--- src/rtl/i2s_rpt_pkg.sv ---
// Shared definitions for the repeat-on-underrun serial audio transmitter.
package i2s_rpt_pkg;

    // Channel selected by the word-select level.
    typedef enum logic {
        CH_LEFT  = 1'b0,
        CH_RIGHT = 1'b1
    } chan_e;

    // Word-select level after reset; a later drop to CH_LEFT opens the first frame.
    localparam logic WS_IDLE = CH_RIGHT;

endpackage

--- src/rtl/i2s_rpt_sync.sv ---
// Brings the external bit clock and word select into the system clock domain.
// It produces a one-cycle strobe for each falling bit-clock edge.
// Assumes: clk runs at least several times faster than sck; STAGES = 0 means
// the inputs are already synchronous to clk.
module i2s_rpt_sync
    import i2s_rpt_pkg::*;
#(
    parameter int STAGES = 2
) (
    input  logic clk,
    input  logic rst_n,
    input  logic sck_in,
    input  logic ws_in,
    output logic sck_fall,
    output logic ws_s
);

    logic sck_s;
    logic sck_d;

    generate
        if (STAGES == 0) begin : g_direct
            assign sck_s = sck_in;
            assign ws_s  = ws_in;
        end else begin : g_chain
            logic [STAGES-1:0] sck_pipe;
            logic [STAGES-1:0] ws_pipe;

            // First stage captures the raw external levels.
            always_ff @(posedge clk) begin
                if (!rst_n) begin
                    sck_pipe[0] <= 1'b0;
                    ws_pipe[0]  <= WS_IDLE;
                end else begin
                    sck_pipe[0] <= sck_in;
                    ws_pipe[0]  <= ws_in;
                end
            end

            for (genvar k = 1; k < STAGES; k++) begin : g_stage
                // Further stages settle any metastable capture.
                always_ff @(posedge clk) begin
                    if (!rst_n) begin
                        sck_pipe[k] <= 1'b0;
                        ws_pipe[k]  <= WS_IDLE;
                    end else begin
                        sck_pipe[k] <= sck_pipe[k-1];
                        ws_pipe[k]  <= ws_pipe[k-1];
                    end
                end
            end

            assign sck_s = sck_pipe[STAGES-1];
            assign ws_s  = ws_pipe[STAGES-1];
        end
    endgenerate

    // Remember the previous bit-clock level for edge detection.
    always_ff @(posedge clk) begin
        if (!rst_n) sck_d <= 1'b0;
        else        sck_d <= sck_s;
    end

    assign sck_fall = sck_d & ~sck_s;

endmodule

--- src/rtl/i2s_rpt_buf.sv ---
// Two-level sample store: a pending pair written by the producer and an
// active pair read by the serializer. The pending pair moves to active only
// at a frame start. With nothing pending, active keeps its value, which makes
// the line repeat it.
// Assumes: frame_start is a one-cycle strobe.
module i2s_rpt_buf #(
    parameter int SAMPLE_W = 16
) (
    input  logic                clk,
    input  logic                rst_n,
    input  logic                ld_valid,
    input  logic [SAMPLE_W-1:0] ld_left,
    input  logic [SAMPLE_W-1:0] ld_right,
    input  logic                frame_start,
    output logic [SAMPLE_W-1:0] act_left,
    output logic [SAMPLE_W-1:0] act_right,
    output logic                pend_valid,
    output logic                underrun
);

    logic [SAMPLE_W-1:0] pend_left;
    logic [SAMPLE_W-1:0] pend_right;

    // Producer writes; the last write before a frame start wins.
    always_ff @(posedge clk) begin
        if (!rst_n) begin
            pend_left  <= '0;
            pend_right <= '0;
        end else if (ld_valid) begin
            pend_left  <= ld_left;
            pend_right <= ld_right;
        end
    end

    // Pending is valid from a write until the frame start that consumes it.
    always_ff @(posedge clk) begin
        if (!rst_n) pend_valid <= 1'b0;
        else        pend_valid <= ld_valid | (pend_valid & ~frame_start);
    end

    // Active pair changes only at a frame start that finds fresh data.
    always_ff @(posedge clk) begin
        if (!rst_n) begin
            act_left  <= '0;
            act_right <= '0;
        end else if (frame_start && pend_valid) begin
            act_left  <= pend_left;
            act_right <= pend_right;
        end
    end

    assign underrun = frame_start & ~pend_valid;

endmodule

--- src/rtl/i2s_rpt_ser.sv ---
// Slot serializer. On each falling bit-clock strobe it moves the slot
// position forward and drives one bit. A word-select change restarts the
// position. Position 0 is a zero pad, positions 1..SAMPLE_W carry the sample
// MSB first, and the rest are zero.
// Assumes: SLOT_W is a power of two and greater than SAMPLE_W + 1.
module i2s_rpt_ser
    import i2s_rpt_pkg::*;
#(
    parameter int SAMPLE_W = 16,
    parameter int SLOT_W   = 32
) (
    input  logic                clk,
    input  logic                rst_n,
    input  logic                sck_fall,
    input  logic                ws_s,
    input  logic [SAMPLE_W-1:0] word_left,
    input  logic [SAMPLE_W-1:0] word_right,
    output logic                frame_start,
    output logic                sdata
);

    localparam int                POS_W   = $clog2(SLOT_W);
    localparam int                PAD_W   = SLOT_W - SAMPLE_W - 1;
    localparam logic [POS_W-1:0]  POS_END = POS_W'(SLOT_W - 1);

    logic                ws_prev;
    logic [POS_W-1:0]    pos;
    logic [POS_W-1:0]    next_pos;
    logic [POS_W-1:0]    idx;
    logic                ws_edge;
    logic [SAMPLE_W-1:0] word;
    logic [SLOT_W-1:0]   slot_vec;
    logic                next_bit;

    assign ws_edge     = sck_fall && (ws_s != ws_prev);
    assign frame_start = ws_edge && (ws_s == CH_LEFT);

    // Next slot position: restart on a select change, otherwise step and hold at the end.
    always_comb begin
        if (ws_edge)             next_pos = '0;
        else if (pos == POS_END) next_pos = pos;
        else                     next_pos = pos + 1'b1;
    end

    // Lay the sample out in slot order and pick the bit for the next position.
    always_comb begin
        word     = (ws_s == CH_RIGHT) ? word_right : word_left;
        slot_vec = {1'b0, word, {PAD_W{1'b0}}};
        idx      = POS_END - next_pos;
        next_bit = slot_vec[idx];
    end

    // State moves only on falling bit-clock strobes.
    always_ff @(posedge clk) begin
        if (!rst_n) begin
            ws_prev <= WS_IDLE;
            pos     <= POS_END;
            sdata   <= 1'b0;
        end else if (sck_fall) begin
            ws_prev <= ws_s;
            pos     <= next_pos;
            sdata   <= next_bit;
        end
    end

endmodule

--- src/rtl/i2s_rpt_tx.sv ---
// Top of the repeat-on-underrun serial audio transmitter. The external bit
// clock and word select drive all timing. The producer loads pairs at its own
// rate. A frame with no new pair repeats the old one and sets a sticky flag.
// Assumes: sck and fsync come from one master and change together on falling sck.
module i2s_rpt_tx #(
    parameter int SAMPLE_W    = 16,
    parameter int SLOT_W      = 32,
    parameter int SYNC_STAGES = 2
) (
    input  logic                clk,
    input  logic                rst_n,
    input  logic                sck,
    input  logic                fsync,
    input  logic                ld_valid,
    input  logic [SAMPLE_W-1:0] ld_left,
    input  logic [SAMPLE_W-1:0] ld_right,
    input  logic                err_clr,
    output logic                sdata,
    output logic                err_flag
);

    logic                sck_fall;
    logic                ws_s;
    logic                frame_start;
    logic                pend_valid;
    logic                underrun;
    logic [SAMPLE_W-1:0] act_left;
    logic [SAMPLE_W-1:0] act_right;

    i2s_rpt_sync #(.STAGES(SYNC_STAGES)) u_sync (
        .clk      (clk),
        .rst_n    (rst_n),
        .sck_in   (sck),
        .ws_in    (fsync),
        .sck_fall (sck_fall),
        .ws_s     (ws_s)
    );

    i2s_rpt_buf #(.SAMPLE_W(SAMPLE_W)) u_buf (
        .clk         (clk),
        .rst_n       (rst_n),
        .ld_valid    (ld_valid),
        .ld_left     (ld_left),
        .ld_right    (ld_right),
        .frame_start (frame_start),
        .act_left    (act_left),
        .act_right   (act_right),
        .pend_valid  (pend_valid),
        .underrun    (underrun)
    );

    i2s_rpt_ser #(.SAMPLE_W(SAMPLE_W), .SLOT_W(SLOT_W)) u_ser (
        .clk         (clk),
        .rst_n       (rst_n),
        .sck_fall    (sck_fall),
        .ws_s        (ws_s),
        .word_left   (act_left),
        .word_right  (act_right),
        .frame_start (frame_start),
        .sdata       (sdata)
    );

    // Sticky underrun flag; a set in the same cycle beats a clear.
    always_ff @(posedge clk) begin
        if (!rst_n)        err_flag <= 1'b0;
        else if (underrun) err_flag <= 1'b1;
        else if (err_clr)  err_flag <= 1'b0;
    end

endmodule

--- config.mk ---
export PLATFORM = sky130hd
export DESIGN_NAME = i2s_rpt_tx
export DESIGN_NICKNAME = d
export VERILOG_FILES = /design/src/rtl/i2s_rpt_pkg.sv /design/src/rtl/i2s_rpt_sync.sv /design/src/rtl/i2s_rpt_buf.sv /design/src/rtl/i2s_rpt_ser.sv /design/src/rtl/i2s_rpt_tx.sv
export SDC_FILE = /design/constraint.sdc
export NUM_CORES = 1
export LEC_CHECK = 0
export BUFFER_PORTS_ARGS = -buffer_cell sky130_fd_sc_hd__buf_2
export CAP_MARGIN = 20
export CORE_MARGIN = 1
export CORE_UTILIZATION = 58
export CTS_CLUSTER_DIAMETER = 50
export DETAILED_ROUTE_END_ITERATION = 10
export PLACE_DENSITY_LB_ADDON = 0.2
export SETUP_SLACK_MARGIN = 0.1
export SKIP_LAST_GASP = 1
export SYNTH_ARGS = -nofsm -noshare
export SYNTH_HDL_FRONTEND = slang
export SYNTH_SLANG_ARGS = --single-unit
--- constraint.sdc ---
create_clock -name clk -period 3.2 [get_ports clk]
set_clock_uncertainty 0.1 [all_clocks]
set_input_delay 0.32 -clock clk [delete_from_list [all_inputs] [get_ports clk]]
set_output_delay 0.32 -clock clk [all_outputs]
set_load 0.05 [all_outputs]
==> results.yml, run 1 <==
sta:
  hold_viol: 0
  rsz0062_at_grt: "false"
  slew_headroom: 0.370
  slew_viol_final: 0
  finalCriticalPeriod_ns: 2.71
  setup_slack_ns: 0.493
  min_period_over_period: 0.846
  fin_tns_setup_ns: 0
  fmax_ghz: 0.369
  tightest_slew_ns: 0.944
  setup_violations: 0
place:
  io_buffers: 39
  pre_cts_ws_ns: 0.562
  dp_hpwl_mm: 4.71
  place_congestion: 0.894
  dpl_cell_area_um2: 3720
worst_setup_path:
  cp-start-kind: "flop"
  worstPathArrival_ns: 2.89
  slowest_delay_ns: 0.53
  path_depth: 7
  reg2reg_slack_ns: 0.49
  required_ns: 3.39
  worstPathCellList: "ha_1, nand4_2, mux2i_1, nor4_1, a211oi_2, or4_1, o211ai_2"
  regToRegStartpoint: "u_ser.pos[1]"
  reg2reg_to: "u_ser.sdata"
  crit_slowest_cell: "or4_1"
  crit_path_max_fanout: 12
  worst-r2r-cell-count: 7
  crit_family: "simple AND/OR/NAND/NOR gates"
  path_class: "reg2reg"
  worst-path-buf-inv: 0
  end_kind: "flop"
routing:
  vias: 2650
  routed_via_density: 5.49
  drc: 0
  ant_nets: 0
  wl_per_cell_um: 14.5
  routed_wirelength_mm: 6.99
  drt_iter0_markers: 139
  firstDrtPassIters: 4
floorplan:
  std_cell_rows: 27
  chipWidth_um: 79.7
  die_area_um2: 6360
  die_y_um: 79.7
  io-pin-count: 40
  start_util: 0.617
  core_area_um2: 5680
power:
  powerDensity_nw_per_um2: 505
  p_int_mw: 1.52
  p_sw_frac: 0.235
  switching_power_mw: 0.466
  ir_drop_uv: 372
  leakagePower_nw: 1.63
  pwr-share-clk: 0.407
  seq_power_share: 0.513
  power_frac_comb: 0.080
logic_synthesis:
  synth_flop_cell: "dfxtp_1"
  synth_top_area_frac: 0.446
  ys_warn_count: 0
  async_flop_share: 0
  syn_nets: 416
  netlist_instances: 377
  synth_edf_count: 0
  ys_types: 47
  synth-seq-cells: 78
  synth_area_um2: 3500
  seq_area_frac_synth: 0.446
  synth_common_cells: "nand2_1 (79), dfxtp_1 (78), mux2i_1 (46)"
  avgSynthCellArea_um2: 9.29
  yosysTopAreaCell: "dfxtp_1"
  synth_most_common_cell: "nand2_1"
  ys_top_cells_by_area: "dfxtp_1 (45%), mux2i_1 (13%), nand2_1 (8.5%)"
run:
  max-cap-violations: 0
cells_and_area:
  n_fill_cell: 487
  final_cell_area_um2: 3930
  drive_above_1_share: 0.173
  nNetsFinal: 445
  n_antenna_cell: 0
  multiInputGateArea_um2: 1820
  ff_latch_area_um2: 1560
  syn2layout_area_growth_pct: 12.2
cts:
  cts_tree: "built"
  cts-htree-levels: 3
  post-cts-setup-buffers: 0
  clk_path_buf_depth: 2
  cts-root-buf: "clkbuf_8"
  cts.sinks: 78
  ctsResizeCount: 0
  clock_latency_ns: 0.35
  cts_hold_buf: 0
  clkTransAtPathRegs_ns: 0.08
  numCtsBuffers: 9
status:
  run_status: "finished, final reports clean"
global_route:
  grt_overflow: 0
  grt_max_degree: 79
  grt_pass1_wl_mm: 11.8
  grt_pass1_vias: 2512
  antenna_found_initial: 0
  grtUsageTotal: 0.247
min_path:
  worst_hold_path.endpoint: "u_sync.g_chain.ws_pipe[0]"
  min_from: "fsync"
  holdCritPathClass: "in2reg"
  min_path_cells: 2
==> sequential cells by signal, indices dropped and copies added, names as in the netlist <==
| signal | count |
|---|---|
| u_ser.ws_prev | 1 |
| u_buf.act_right | 16 |
| u_sync.sck_s | 1 |
| u_ser.pos | 5 |
| u_buf.pend_valid | 1 |
| u_ser.sdata | 1 |
| u_sync.g_chain.sck_pipe | 1 |
| u_sync.sck_d | 1 |
| u_buf.pend_left | 16 |
| err_flag | 1 |
| u_buf.act_left | 16 |
| u_sync.g_chain.ws_pipe | 1 |
| u_buf.pend_right | 16 |
| u_sync.ws_s | 1 |
==> power groups by stage <==
stage	logic (mW)	clock network (mW)	registers (mW)
final	0.158	0.808	1.02
after global routing	0.177	0.857	1.02
after CTS	0.159	0.821	1.02
after detailed placement	0.158	0	1.04
after global placement	0.155	0	1.04
after floorplan	0.121	0	1.03
==> logic make-up after synthesis <==
| family | Yosys count | share of synthesized area |
|---|---|---|
| simple gates | 153 | 0.214 |
| flops | 78 | 0.446 |
| compound gates | 61 | 0.132 |
| mux | 53 | 0.164 |
| buf+inv | 29 | 0.0357 |
| xor+xnor | 2 | 0.00500 |
| fa+ha+maj | 1 | 0.00357 |
==> how the worst max path moves through the flow <==
stage	startpoint	endpoint	slack, ns
3_5_place_dp	u_ser.pos[1]	u_ser.sdata	0.56
6_report	u_ser.pos[1]	u_ser.sdata	0.49
5_1_grt	u_ser.pos[1]	u_ser.sdata	0.27
4_1_cts	u_ser.pos[1]	u_ser.sdata	0.53
2_1_floorplan	u_ser.pos[0]	u_ser.sdata	0.90
3_3_place_gp	u_ser.pos[1]	u_ser.sdata	0.61
==> area by class of cell <==
type | instances | share of cell area
Multi-Input combinational cell | 270 | 0.462
Sequential cell | 78 | 0.397
Timing Repair Buffer | 45 | 0.0611
Clock buffer | 10 | 0.0325
Tap cell | 72 | 0.0229
Clock inverter | 6 | 0.0220
Inverter | 2 | 0.00191
==> layer usage <==
layer,up-vias,global-route usage,wire [um]
met5,-,0,0
met4,0,0.131,220
met3,23,0.0606,303
met2,57,0.353,2970
met1,1218,0.341,3500
li1,1352,-,-
==> worst reg2reg max path, delay by kind of cell (launching register included) <==
kind / cells / cell delay [ns]
DFF: 1 / 0.45
and+or+nand+nor: 3 / 1.31
muxes: 1 / 0.28
AOI/OAI and AO/OA: 2 / 0.21
adders and majority gates: 1 / 0.30
==> per-stage QoR <==
step	hold WS, ns	util	total power [mW]	cells
final	0.0514	0.692	1.98	483
after global routing	0.0500	0.692	2.05	483
after CTS	0.0446	0.692	2.00	483
after detailed placement	0.299	0.655	1.20	467
after global placement	0.295	0.655	1.19	467
after floorplan	0.286	-	1.16	377
==> layout by cell type, fill, tap and decap left out, drive strengths merged, types with 3 or more instances in the layout <==
cell / instances
nor2b: 37
clkbuf: 10
nor4: 6
buf: 45
nor2: 8
nand2b: 4
nand3: 3
mux2: 5
a221oi: 3
o21ai: 4
and2: 7
o211ai: 3
dfxtp: 78
a21oi: 5
mux2i: 46
a21boi: 32
clkinv: 3
nand2: 79
(Power assumes the default switching activity.)
==> inputs of run 2 (changes only) <==
ABC_AREA = 1   (was unset)
CORE_UTILIZATION = 52   (was 58)
clock period = 2.3 ns   (was 3.2 ns; I/O delays follow)
==> run 2 against run 1 <==
Compared with the run above: final cell count grew 15%; hold slack got worse by 0.049 ns; first-iteration DRC count is 7.9% lower; maximum frequency is 39% higher; count of clock-buffer cells in the layout up 2; total power rose by 38%; critical path depth is 6 higher; sequential share of layout area grew 0.99 points; synthesized cell count grew 14%; combinational power is 75% higher; via count increased by 8.0%; sequential power rose by 39%; critical endpoint unchanged.
==> results.yml, run 2 <==
routing:
  vias: 2863
  wl_per_cell_um: 12.8
  drt_iter0_markers: 128
  routed_wirelength_mm: 7.11
  drc: 0
  firstDrtPassIters: 4
  ant_nets: 0
  routed_via_density: 5.17
cts:
  cts_tree: "built"
  clkTransAtPathRegs_ns: 0.08
  clock_latency_ns: 0.35
  cts-htree-levels: 3
  cts-root-buf: "clkbuf_8"
  cts.sinks: 78
  post-cts-setup-buffers: 0
  clk_path_buf_depth: 2
  numCtsBuffers: 9
sta:
  slew_headroom: 0.741
  finalCriticalPeriod_ns: 1.95
  setup_violations: 0
  slew_viol_final: 0
  fin_tns_setup_ns: 0
  setup_slack_ns: 0.351
  hold_viol: 0
  rsz0062_at_grt: "false"
  tightest_slew_ns: 0.387
  min_period_over_period: 0.847
  fmax_ghz: 0.513
logic_synthesis:
  synth_edf_count: 0
  synth_top_area_frac: 0.476
  ys_warn_count: 0
  synth_common_cells: "dfxtp_1 (78), nor2_1 (78), o21ai_0 (63)"
  ys_top_cells_by_area: "dfxtp_1 (48%), o21ai_0 (9.6%), nor2_1 (8.9%)"
  synth_flop_cell: "dfxtp_1"
  yosys.area_share.simple: 0.264
  synth-seq-cells: 78
  yosys.area_share.xor_xnor: 0.00267
  synth_compound_area_frac: 0.174
  ys_types: 28
  seq_area_frac_synth: 0.476
  synth_top_family_by_area: "simple AND/OR/NAND/NOR gates"
  avgSynthCellArea_um2: 7.61
  async_flop_share: 0
  yosys.area_share.adder: 0.00382
  netlist_instances: 431
  synth.area.mux_share: 0
  yosysTopAreaCell: "dfxtp_1"
  synth_area_um2: 3280
  syn_nets: 470
floorplan:
  std_cell_rows: 28
  chipWidth_um: 81.4
  die_area_um2: 6630
  io-pin-count: 40
  die_y_um: 81.4
  core_area_um2: 5990
  start_util: 0.547
place:
  dp_hpwl_mm: 4.88
  io_buffers: 39
  place_congestion: 0.814
  dpl_cell_area_um2: 3530
  pre_cts_ws_ns: 0.268
global_route:
  grt_max_degree: 49
  antenna_found_initial: 0
  grt_pass1_vias: 2684
  grt_overflow: 0
  grtUsageTotal: 0.241
  grt_pass1_wl_mm: 12.1
power:
  powerDensity_nw_per_um2: 715
  ir_drop_uv: 448
  leakagePower_nw: 1.61
min_path:
  min_path_cells: 3
  holdCritPathClass: "in2reg"
cells_and_area:
  final_cell_area_um2: 3840
  n_fill_cell: 546
  syn2layout_area_growth_pct: 17.0
  nNetsFinal: 514
  layout_commonest_cell: "nor2_1"
  n_antenna_cell: 0
  layout_common_cells: "nor2_1 (78), dfxtp_1 (77), o21ai_0 (63)"
  drive_above_1_share: 0.173
worst_setup_path:
  end_kind: "flop"
  cp-start-kind: "flop"
  worst-r2r-cell-count: 13
  crit_path_max_fanout: 9
  required_ns: 2.49
  worst-path-buf-inv: 0
  crit_family: "simple AND/OR/NAND/NOR gates"
  worstPathCellList: "ha_1, nand2_2, nor2_8, nand2_4, nand2_8, nand3_4, nand2_1, nand3_1, nand3_1, nand3_1, nand2_1, nand2_1, a21oi_2"
  crit_slowest_cell: "dfxtp_2"
  worstPathArrival_ns: 2.13
  path_class: "reg2reg"
  path_depth: 13
  slowest_delay_ns: 0.42
run:
  max-cap-violations: 0
status:
  run_status: "finished, final reports clean"
[run 2: cell count changes after synthesis, moves of 26 or more]
cell	before	now
a21boi_0	26	0
a21oi_1	5	45
inv_1	2	32
mux2i_1	46	0
nand2_1	79	45
nor2_1	8	78
nor2b_1	37	0
o21ai_0	4	63
[run 2: cell families after synthesis]
kind of cell               after synthesis
DFF                                     78
buffers and inverters                   62
adders and majority gates                1
AOI/OAI and AO/OA                      112
xor gates and xnor gates                 1
and+or+nand+nor                        177
[run 2: metal layers]
metal / global-route usage / vias to the layer above / wire length [um]
li1: - / 1500 / -
met1: 0.317 / 1312 / 3600
met2: 0.381 / 41 / 3220
met3: 0.0611 / 10 / 175
met4: 0.0839 / 0 / 112
met5: 0 / - / 0
[run 2: final cells by class]
cell class                      count  area, um^2  share of cell area
Inverter                           35         131              0.0342
Timing Repair Buffer               60         393               0.102
Clock inverter                      3        43.8              0.0114
Tap cell                           75        93.8              0.0245
Multi-Input combinational cell    291        1460               0.380
Clock buffer                       12         155              0.0404
Sequential cell                    78        1560               0.407
[run 2: path summary, 6_finish.rpt]
kind	endpoint	slack [ns]	startpoint
hold / removal	u_buf.pend_left[3]	0.002	ld_left[3]
setup reg to reg	u_ser.sdata	0.35	u_ser.pos[0]
hold reg to reg	u_sync.sck_s	0.32	u_sync.g_chain.sck_pipe[0]
setup / recovery	u_ser.sdata	0.35	u_ser.pos[0]
[run 2: power by group]
part | internal (mW) | leakage (nW) | switching, mW
registers | 1.40 | 0.638 | 0.0274
logic | 0.111 | 0.870 | 0.166
clock network | 0.556 | 0.102 | 0.485
[run 2: per-stage QoR]
| step | util | hold WS [ns] | instances | power [mW] |
|---|---|---|---|---|
| final | 0.641 | 0.00219 | 554 | 2.74 |
| after global routing | 0.641 | 0.00136 | 554 | 2.85 |
| after CTS | 0.637 | 0.000202 | 552 | 2.75 |
| after detailed placement | 0.589 | 0.313 | 528 | 1.72 |
| after global placement | 0.589 | 0.292 | 528 | 1.71 |
| after floorplan | - | 0.228 | 431 | 1.63 |
[run 2: what timing repair did]
item                                   in CTS  in global routing
hold buffers                                9                  2
resized for setup                           0                  1
setup endpoints to repair                   0                  1
endpoints found under the hold margin       9                  2
[run 2: worst min-delay path, cell delays in order]
cell and delay (ns):
buf_2 0.08, nor2_1 0.03, nor2_1 0.08
